$ cat src/rtl/pvic_pkg.sv
package pvic_pkg;

    localparam int DATA_W = 32;
    localparam int PRIO_W = 4;
    localparam int VEC_W  = 8;

    localparam logic [PRIO_W-1:0] PRIO_TOP     = '1;
    localparam logic [VEC_W-1:0]  VEC_SPURIOUS = 8'hFF;

    // source word field positions
    localparam int BIT_MASK  = 31;
    localparam int BIT_ACT   = 30;
    localparam int BIT_POL   = 23;
    localparam int BIT_SENSE = 22;
    localparam int PRIO_LSB  = 16;
    localparam int VEC_LSB   = 0;

    // global configuration fields
    localparam int GCFG_RST  = 31;
    localparam int GCFG_MODE = 29;

    // word addresses
    localparam int ADR_GCFG     = 0;
    localparam int ADR_TASK     = 1;
    localparam int ADR_ACK      = 2;
    localparam int ADR_EOI      = 3;
    localparam int ADR_SRC_BASE = 16;

    typedef enum logic {
        SENSE_EDGE  = 1'b0,
        SENSE_LEVEL = 1'b1
    } sense_e;

    typedef struct packed {
        logic              mask;
        logic              pol;
        sense_e            sense;
        logic [PRIO_W-1:0] prio;
        logic [VEC_W-1:0]  vec;
    } src_cfg_t;

    localparam src_cfg_t SRC_CFG_RST = '{
        mask:  1'b1,
        pol:   1'b0,
        sense: SENSE_EDGE,
        prio:  '0,
        vec:   '0
    };

    function automatic src_cfg_t unpack_src(input logic [DATA_W-1:0] w);
        src_cfg_t c;
        c.mask  = w[BIT_MASK];
        c.pol   = w[BIT_POL];
        c.sense = sense_e'(w[BIT_SENSE]);
        c.prio  = w[PRIO_LSB +: PRIO_W];
        c.vec   = w[VEC_LSB +: VEC_W];
        return c;
    endfunction

    function automatic logic [DATA_W-1:0] pack_src(input src_cfg_t c, input logic act);
        logic [DATA_W-1:0] w;
        w = '0;
        w[BIT_MASK]             = c.mask;
        w[BIT_ACT]              = act;
        w[BIT_POL]              = c.pol;
        w[BIT_SENSE]            = c.sense;
        w[PRIO_LSB +: PRIO_W]   = c.prio;
        w[VEC_LSB +: VEC_W]     = c.vec;
        return w;
    endfunction

endpackage

$ cat src/rtl/pvic_source.sv
module pvic_source
    import pvic_pkg::*;
(
    input  logic     clk,
    input  logic     rst,
    input  logic     clr,
    input  logic     cfg_we,
    input  src_cfg_t cfg_wval,
    input  logic     raw_in,
    input  logic     take,
    input  logic     retire,
    output src_cfg_t cfg,
    output logic     pend,
    output logic     in_svc
);

    logic s_now, s_prev;
    logic act_now, act_prev, edge_hit;

    always_ff @(posedge clk) begin
        if (rst) begin
            s_now  <= 1'b0;
            s_prev <= 1'b0;
        end else begin
            s_now  <= raw_in;
            s_prev <= s_now;
        end
    end

    assign act_now  = (s_now  == cfg.pol);
    assign act_prev = (s_prev == cfg.pol);
    assign edge_hit = act_now & ~act_prev;

    always_ff @(posedge clk) begin
        if (rst || clr) begin
            cfg <= SRC_CFG_RST;
        end else if (cfg_we) begin
            cfg <= cfg_wval;
        end
    end

    always_ff @(posedge clk) begin
        if (rst || clr) begin
            pend <= 1'b0;
        end else if (cfg.sense == SENSE_LEVEL) begin
            pend <= act_now;
        end else begin
            pend <= (pend & ~take) | edge_hit;
        end
    end

    always_ff @(posedge clk) begin
        if (rst || clr) begin
            in_svc <= 1'b0;
        end else if (take) begin
            in_svc <= 1'b1;
        end else if (retire) begin
            in_svc <= 1'b0;
        end
    end


    edge_ack_clears_chk: assert property (@(posedge clk) disable iff (rst)
        (take && !clr && !cfg_we && cfg.sense == SENSE_EDGE && !edge_hit) |=> !pend);


    take_enters_service_chk: assert property (@(posedge clk) disable iff (rst)
        (take && !clr) |=> in_svc);

endmodule

$ cat src/rtl/pvic_pick.sv
module pvic_pick
    import pvic_pkg::*;
#(
    parameter int N     = 8,
    parameter int IDX_W = (N > 1) ? $clog2(N) : 1
) (
    input  logic [N-1:0]             cand,
    input  logic [N-1:0][PRIO_W-1:0] prio,
    output logic                     found,
    output logic [IDX_W-1:0]         idx,
    output logic [PRIO_W-1:0]        best
);

    // scan from the top index down; ">=" lets a lower index take a tie
    always_comb begin
        found = 1'b0;
        idx   = '0;
        best  = '0;
        for (int i = N - 1; i >= 0; i--) begin
            if (cand[i] && (!found || prio[i] >= best)) begin
                found = 1'b1;
                idx   = IDX_W'(i);
                best  = prio[i];
            end
        end
    end

endmodule

$ cat src/rtl/prio_vec_irq_ctrl.sv
module prio_vec_irq_ctrl
    import pvic_pkg::*;
#(
    parameter int NUM_SRC = 8,
    parameter int ADDR_W  = 6
) (
    input  logic               clk,
    input  logic               rst,
    input  logic [NUM_SRC-1:0] irq_in,
    input  logic [ADDR_W-1:0]  reg_addr,
    input  logic               reg_wr,
    input  logic [DATA_W-1:0]  reg_wdata,
    input  logic               reg_rd,
    output logic [DATA_W-1:0]  reg_rdata,
    output logic               irq_out
);

    localparam int IDX_W = (NUM_SRC > 1) ? $clog2(NUM_SRC) : 1;

    // ---------------- decode ----------------
    logic hit_gcfg, hit_task, hit_ack, hit_eoi;
    logic wr_gcfg, wr_task, ack_rd, eoi_wr;
    logic [NUM_SRC-1:0] src_hit;

    assign hit_gcfg = (reg_addr == ADDR_W'(ADR_GCFG));
    assign hit_task = (reg_addr == ADDR_W'(ADR_TASK));
    assign hit_ack  = (reg_addr == ADDR_W'(ADR_ACK));
    assign hit_eoi  = (reg_addr == ADDR_W'(ADR_EOI));

    assign wr_gcfg = reg_wr & hit_gcfg;
    assign wr_task = reg_wr & hit_task;
    assign eoi_wr  = reg_wr & hit_eoi;
    assign ack_rd  = reg_rd & hit_ack;

    logic unused_wdata;
    assign unused_wdata = ^reg_wdata;

    src_cfg_t wr_cfg;
    assign wr_cfg = unpack_src(reg_wdata);

    // ---------------- global state ----------------
    logic              mode_q;
    logic              swrst_q;
    logic [PRIO_W-1:0] task_q;

    always_ff @(posedge clk) begin
        if (rst) begin
            mode_q  <= 1'b0;
            swrst_q <= 1'b0;
        end else if (wr_gcfg) begin
            mode_q  <= reg_wdata[GCFG_MODE];
            swrst_q <= reg_wdata[GCFG_RST];
        end else begin
            swrst_q <= 1'b0;
        end
    end

    always_ff @(posedge clk) begin
        if (rst || swrst_q) begin
            task_q <= PRIO_TOP;
        end else if (wr_task) begin
            task_q <= reg_wdata[PRIO_W-1:0];
        end
    end

    // ---------------- sources ----------------
    src_cfg_t                      cfg_a [NUM_SRC];
    logic [NUM_SRC-1:0]            pend_v, in_svc_v, take_v, retire_v, cand_v;
    logic [NUM_SRC-1:0][PRIO_W-1:0] prio_v;

    logic              req_found, svc_found, fire, take_any;
    logic [IDX_W-1:0]  req_idx, svc_idx;
    logic [PRIO_W-1:0] req_prio, svc_prio;

    for (genvar g = 0; g < NUM_SRC; g++) begin : g_src
        assign src_hit[g]  = (reg_addr == ADDR_W'(ADR_SRC_BASE + g));
        assign take_v[g]   = take_any & (req_idx == IDX_W'(g));
        assign retire_v[g] = eoi_wr & svc_found & (svc_idx == IDX_W'(g));
        assign prio_v[g]   = cfg_a[g].prio;
        assign cand_v[g]   = pend_v[g] & ~cfg_a[g].mask & ~in_svc_v[g];

        pvic_source u_src (
            .clk      (clk),
            .rst      (rst),
            .clr      (swrst_q),
            .cfg_we   (reg_wr & src_hit[g]),
            .cfg_wval (wr_cfg),
            .raw_in   (irq_in[g]),
            .take     (take_v[g]),
            .retire   (retire_v[g]),
            .cfg      (cfg_a[g]),
            .pend     (pend_v[g]),
            .in_svc   (in_svc_v[g])
        );
    end

    // ---------------- arbitration ----------------
    pvic_pick #(.N(NUM_SRC), .IDX_W(IDX_W)) u_req_pick (
        .cand  (cand_v),
        .prio  (prio_v),
        .found (req_found),
        .idx   (req_idx),
        .best  (req_prio)
    );

    pvic_pick #(.N(NUM_SRC), .IDX_W(IDX_W)) u_svc_pick (
        .cand  (in_svc_v),
        .prio  (prio_v),
        .found (svc_found),
        .idx   (svc_idx),
        .best  (svc_prio)
    );

    assign fire     = mode_q & req_found & (req_prio > task_q)
                    & (!svc_found || req_prio > svc_prio);
    assign take_any = ack_rd & fire;
    assign irq_out  = mode_q ? fire : irq_in[0];

    // ---------------- read mux ----------------
    always_comb begin
        reg_rdata = '0;
        if (hit_gcfg) begin
            reg_rdata[GCFG_RST]  = swrst_q;
            reg_rdata[GCFG_MODE] = mode_q;
        end else if (hit_task) begin
            reg_rdata[PRIO_W-1:0] = task_q;
        end else if (hit_ack) begin
            reg_rdata[VEC_W-1:0] = fire ? cfg_a[req_idx].vec : VEC_SPURIOUS;
        end
        for (int i = 0; i < NUM_SRC; i++) begin
            if (src_hit[i]) begin
                reg_rdata = pack_src(cfg_a[i], pend_v[i] | in_svc_v[i]);
            end
        end
    end

    // ---------------- assertions ----------------

    reset_state_chk: assert property (@(posedge clk)
        rst |=> (task_q == PRIO_TOP && !mode_q && !swrst_q && in_svc_v == '0));


    soft_reset_clears_chk: assert property (@(posedge clk) disable iff (rst)
        swrst_q |=> (task_q == PRIO_TOP && in_svc_v == '0 && pend_v == '0));


    spurious_value_chk: assert property (@(posedge clk) disable iff (rst)
        (ack_rd && !take_any) |-> (reg_rdata == DATA_W'(VEC_SPURIOUS)));


    spurious_no_change_chk: assert property (@(posedge clk) disable iff (rst)
        (ack_rd && !take_any && !eoi_wr && !swrst_q) |=> $stable(in_svc_v));


    eoi_retire_chk: assert property (@(posedge clk) disable iff (rst)
        (eoi_wr && svc_found && !swrst_q) |=> !in_svc_v[$past(svc_idx)]);


    nesting_order_chk: assert property (@(posedge clk) disable iff (rst)
        take_any |-> (req_prio > task_q && (!svc_found || req_prio > svc_prio)));

endmodule

$ cat config.mk
export PLATFORM = sky130hd
export DESIGN_NAME = prio_vec_irq_ctrl
export DESIGN_NICKNAME = d
export VERILOG_FILES = /design/src/rtl/pvic_pkg.sv /design/src/rtl/pvic_source.sv /design/src/rtl/pvic_pick.sv /design/src/rtl/prio_vec_irq_ctrl.sv
export SDC_FILE = /design/constraint.sdc
export NUM_CORES = 1
export LEC_CHECK = 0
export BUFFER_PORTS_ARGS = -buffer_cell sky130_fd_sc_hd__buf_2
export CORE_UTILIZATION = 50
export CTS_CLUSTER_DIAMETER = 30
export CTS_CLUSTER_SIZE = 24
export DETAILED_ROUTE_END_ITERATION = 8
export GPL_TIMING_DRIVEN = 0
export PLACE_DENSITY_LB_ADDON = 0.08
export SKIP_LAST_GASP = 1
export SLEW_MARGIN = 5
export SYNTH_ARGS = -nofsm -noshare
export SYNTH_HDL_FRONTEND = slang
export SYNTH_HIERARCHICAL = 1
export SYNTH_SLANG_ARGS = --single-unit
$ cat constraint.sdc
create_clock -name clk -period 23.2 [get_ports clk]
set_clock_uncertainty 0.05 [all_clocks]
set_input_delay 3.48 -clock clk [delete_from_list [all_inputs] [get_ports clk]]
set_output_delay 3.48 -clock clk [all_outputs]
set_load 0.1 [all_outputs]
==> impl_metrics.py <==
metrics = {
    "final_layout": {
        "nFillCells": 2106,
        "multiInputGateArea_um2": 7400,
        "mostFrequentLayoutCells": "201 x nor2_1, 158 x dfxtp_1, 135 x mux2i_1, 88 x nand2_1, 78 x buf_2",
        "layout-drive-gt1-share_pct": 15.7,
        "layout_commonest_cell": "nor2_1",
        "area_growth_pct": 11.1,
        "antenna_cells": 0,
        "register_area_um2": 3160,
        "nNetsFinal": 1535,
    },
    "logic_synthesis": {
        "synth.distinct_cells": 77,
        "yosys_warnings": 6,
        "syn_avg_cell_area_um2": 8.48,
        "synth_area_leaders": "dfxtp_1 28%, mux2i_1 12%, ha_1 7.1%",
        "synth-edff-count": 0,
        "netlist_area_um2": 11300,
        "synth_seq_cells": 158,
        "yosys.area.top_type": "dfxtp_1",
        "synth-async-reset-ratio_pct": 0,
        "ys_seq_area_share_pct": 27.9,
        "synth_top_area_share_pct": 27.9,
        "synthCells": 1338,
        "synth_top_flop_cell": "dfxtp_1",
    },
    "sta": {
        "final_hold_viol_count": 0,
        "worst_pin_slew_ns": 1.10,
        "setup_slack_ns": 4.52,
        "max_clock_freq_ghz": 0.0535,
        "post-route-min-period_ns": 18.68,
        "finalSetupViolCount": 0,
        "final.period_utilization_pct": 80.5,
        "slew_headroom_pct": 26.4,
        "maxSlewViolCount": 0,
        "rsz0062_at_grt": "no",
        "fin_setup_tns_ns": 0,
    },
    "cts": {
        "path_clk_slew_ns": 0.07,
        "cts_buffer_depth": 2,
        "cts_tree": "built",
        "cts_buffers": 17,
        "insertion_delay_ns": 0.42,
        "root_buffer": "clkbuf_16",
        "h-tree-depth": 4,
        "cts.sinks": 158,
        "cts_resized": 0,
        "cts_setup_buffers": 0,
        "cts_hold_buf": 0,
    },
    "power": {
        "switching_share_pct": 28.1,
        "ir_drop_mv": 0.0389,
        "intPower_uw": 452,
        "leakagePower_uw": 0.00485,
        "p_seq_share_pct": 44.1,
        "switchingPower_uw": 177,
        "pwr-share-comb_pct": 10.7,
        "clkPwrFrac_pct": 45.2,
        "pwr_density_cell_nw_per_um2": 49.9,
    },
    "grt": {
        "grt_overflow": 0,
        "antenna_found_initial": 0,
        "grt_max_degree": 28,
        "grt_pass1_wl_um": 56800,
        "grt_usage_pct": 31.8,
        "grt_pass1_vias": 10000,
    },
    "setup_path": {
        "cpMaxStageDelayCell": "nor3b_1",
        "crit_cells": 55,
        "crit_path_max_incr_delay_ns": 0.94,
        "rrSetupSlack_ns": 8.46,
        "r2r_start": "g_src[7].u_src/in_svc",
        "worst_setup_path_start_kind": "register",
        "crit_fanout": 10,
        "worstRegToRegCells": 58,
        "crit_arrival_ns": 15.15,
        "end_kind": "primary output",
        "cp-endpoint": "reg_rdata[3]",
        "critPathRequiredTime_ns": 19.67,
        "worst_path_most_repeated_cell": "ha_1",
        "critPathBufInv": 9,
        "setup.worst_path.start": "g_src[7].u_src/in_svc",
        "worstReg2RegEnd": "g_src[4].u_src/pend",
        "critical_path.top_delay_family": "compound AO/OA/AOI/OAI gates",
        "crit_type": "reg -> out",
    },
    "floorplan": {
        "io_pins": 83,
        "dieArea_um2": 23300,
        "start_util_pct": 51.5,
        "dieHeight_um": 153,
        "coreArea_um2": 22000,
        "die_w_um": 153,
        "rows": 54,
    },
    "route": {
        "finalWirelength_um": 37000,
        "wl_per_cell_um": 21.6,
        "initialDrtViolationCount": 1008,
        "drc_errors": 0,
        "drt_pre_antenna_iters": 7,
        "dr_total_vias": 10600,
        "ant_nets": 0,
        "viasPerCell": 6.16,
    },
    "min_path": {
        "hold_path.class": "reg -> reg",
    },
    "place": {
        "dp_hpwl_um": 28400,
        "dp_worst_setup_slack_ns": 5.34,
        "gp_congestion": 0.943,
        "numPortBuffers": 50,
    },
    "outcome": {
        "status": "complete, no violations",
    },
    "run": {
        "maxCapViolations": 0,
    },
}
==> state kept, by name (all words and copies together) (netlist names) <==
signal	cells
g_src.u_src/cfg	120
g_src.u_src/in_svc	8
g_src.u_src/pend	8
g_src.u_src/s_now	8
g_src.u_src/s_prev	8
task_q	4
mode_q	1
swrst_q	1
==> cells in the mapped netlist, drive strengths merged, types with 11 or more instances <==
library cell	count
nor2	202
dfxtp	158
mux2i	135
nand2	88
buf	81
a21oi	71
ha	64
o21ai	53
inv	45
nand3	33
mux2	22
o22ai	22
a21o	21
nor3	21
nand2b	19
a31oi	17
and2b	16
nor2b	16
or2	15
nor4	14
a211o	13
clkbuf	13
nor3b	13
and2	12
o221ai	12
mux4	11
==> cells by family after synthesis <==
logic type               Yosys count  synth area share [%]
AND/OR/NAND/NOR                  480                  20.6
AO/OA/AOI/OAI                    311                  19.5
multiplexers                     168                  16.3
flip-flops                       158                  27.9
buffers and inverters            140                  7.42
adder cells (fa/ha/maj)           64                  7.06
XOR/XNOR                          16                  1.24
other                              1                0.0331
==> stage by stage <==
step	hold slack (ns)	total power, uW	cells	area, um2	util, %
floorplan	0.384	329	1352	11400	-
global placement	0.399	349	1682	12000	54.5
detailed placement	0.410	349	1682	12000	54.5
CTS	0.419	630	1714	12600	57.2
global route	0.445	647	1714	12600	57.2
finish	0.427	628	1714	12600	57.2
==> worst min path at each step <==
stage,start,endpoint,slack [ns],cells after the start
2_1_floorplan,g_src[7].u_src/pend,g_src[7].u_src/pend,0.38,2
3_3_place_gp,g_src[3].u_src/pend,g_src[3].u_src/pend,0.40,2
3_5_place_dp,g_src[3].u_src/pend,g_src[3].u_src/pend,0.41,2
4_1_cts,g_src[3].u_src/pend,g_src[3].u_src/pend,0.42,2
5_1_grt,g_src[1].u_src/pend,g_src[1].u_src/pend,0.45,2
6_report,g_src[1].u_src/pend,g_src[1].u_src/pend,0.43,2
==> per-layer routing <==
metal / part of all wire (%) / GRT usage, %
met5: 0 / 0
met4: 4.4 / 15.2
met3: 5.5 / 3.81
met2: 48 / 54.3
met1: 42 / 39.7
==> layout make-up <==
type | instances | share of cell area [%]
repair buffers | 50 | 1.99
clock buffers | 19 | 3.59
well taps | 280 | 2.78
multi-input cells | 1054 | 58.7
flip-flops and latches | 158 | 25.1
inverters | 46 | 1.37
plain buffers | 94 | 5.31
clock inverters | 13 | 1.14
==> power by group through the flow <==
| stage | clock (uW) | combinational [uW] | sequential (uW) |
|---|---|---|---|
| 2_1_floorplan | 0 | 46.9 | 282 |
| 3_3_place_gp | 0 | 65.9 | 283 |
| 3_5_place_dp | 0 | 66.2 | 283 |
| 4_1_cts | 287 | 66.4 | 277 |
| 5_1_grt | 300 | 70.4 | 277 |
| 6_report | 284 | 67.5 | 277 |
==> tightest hold or removal path: stages, from the launching register on <==
cell and delay [ns]:
dfxtp_1 0.32, nand2_1 0.06, a21oi_1 0.05
Note: power is estimated with default switching activity, not from simulation.
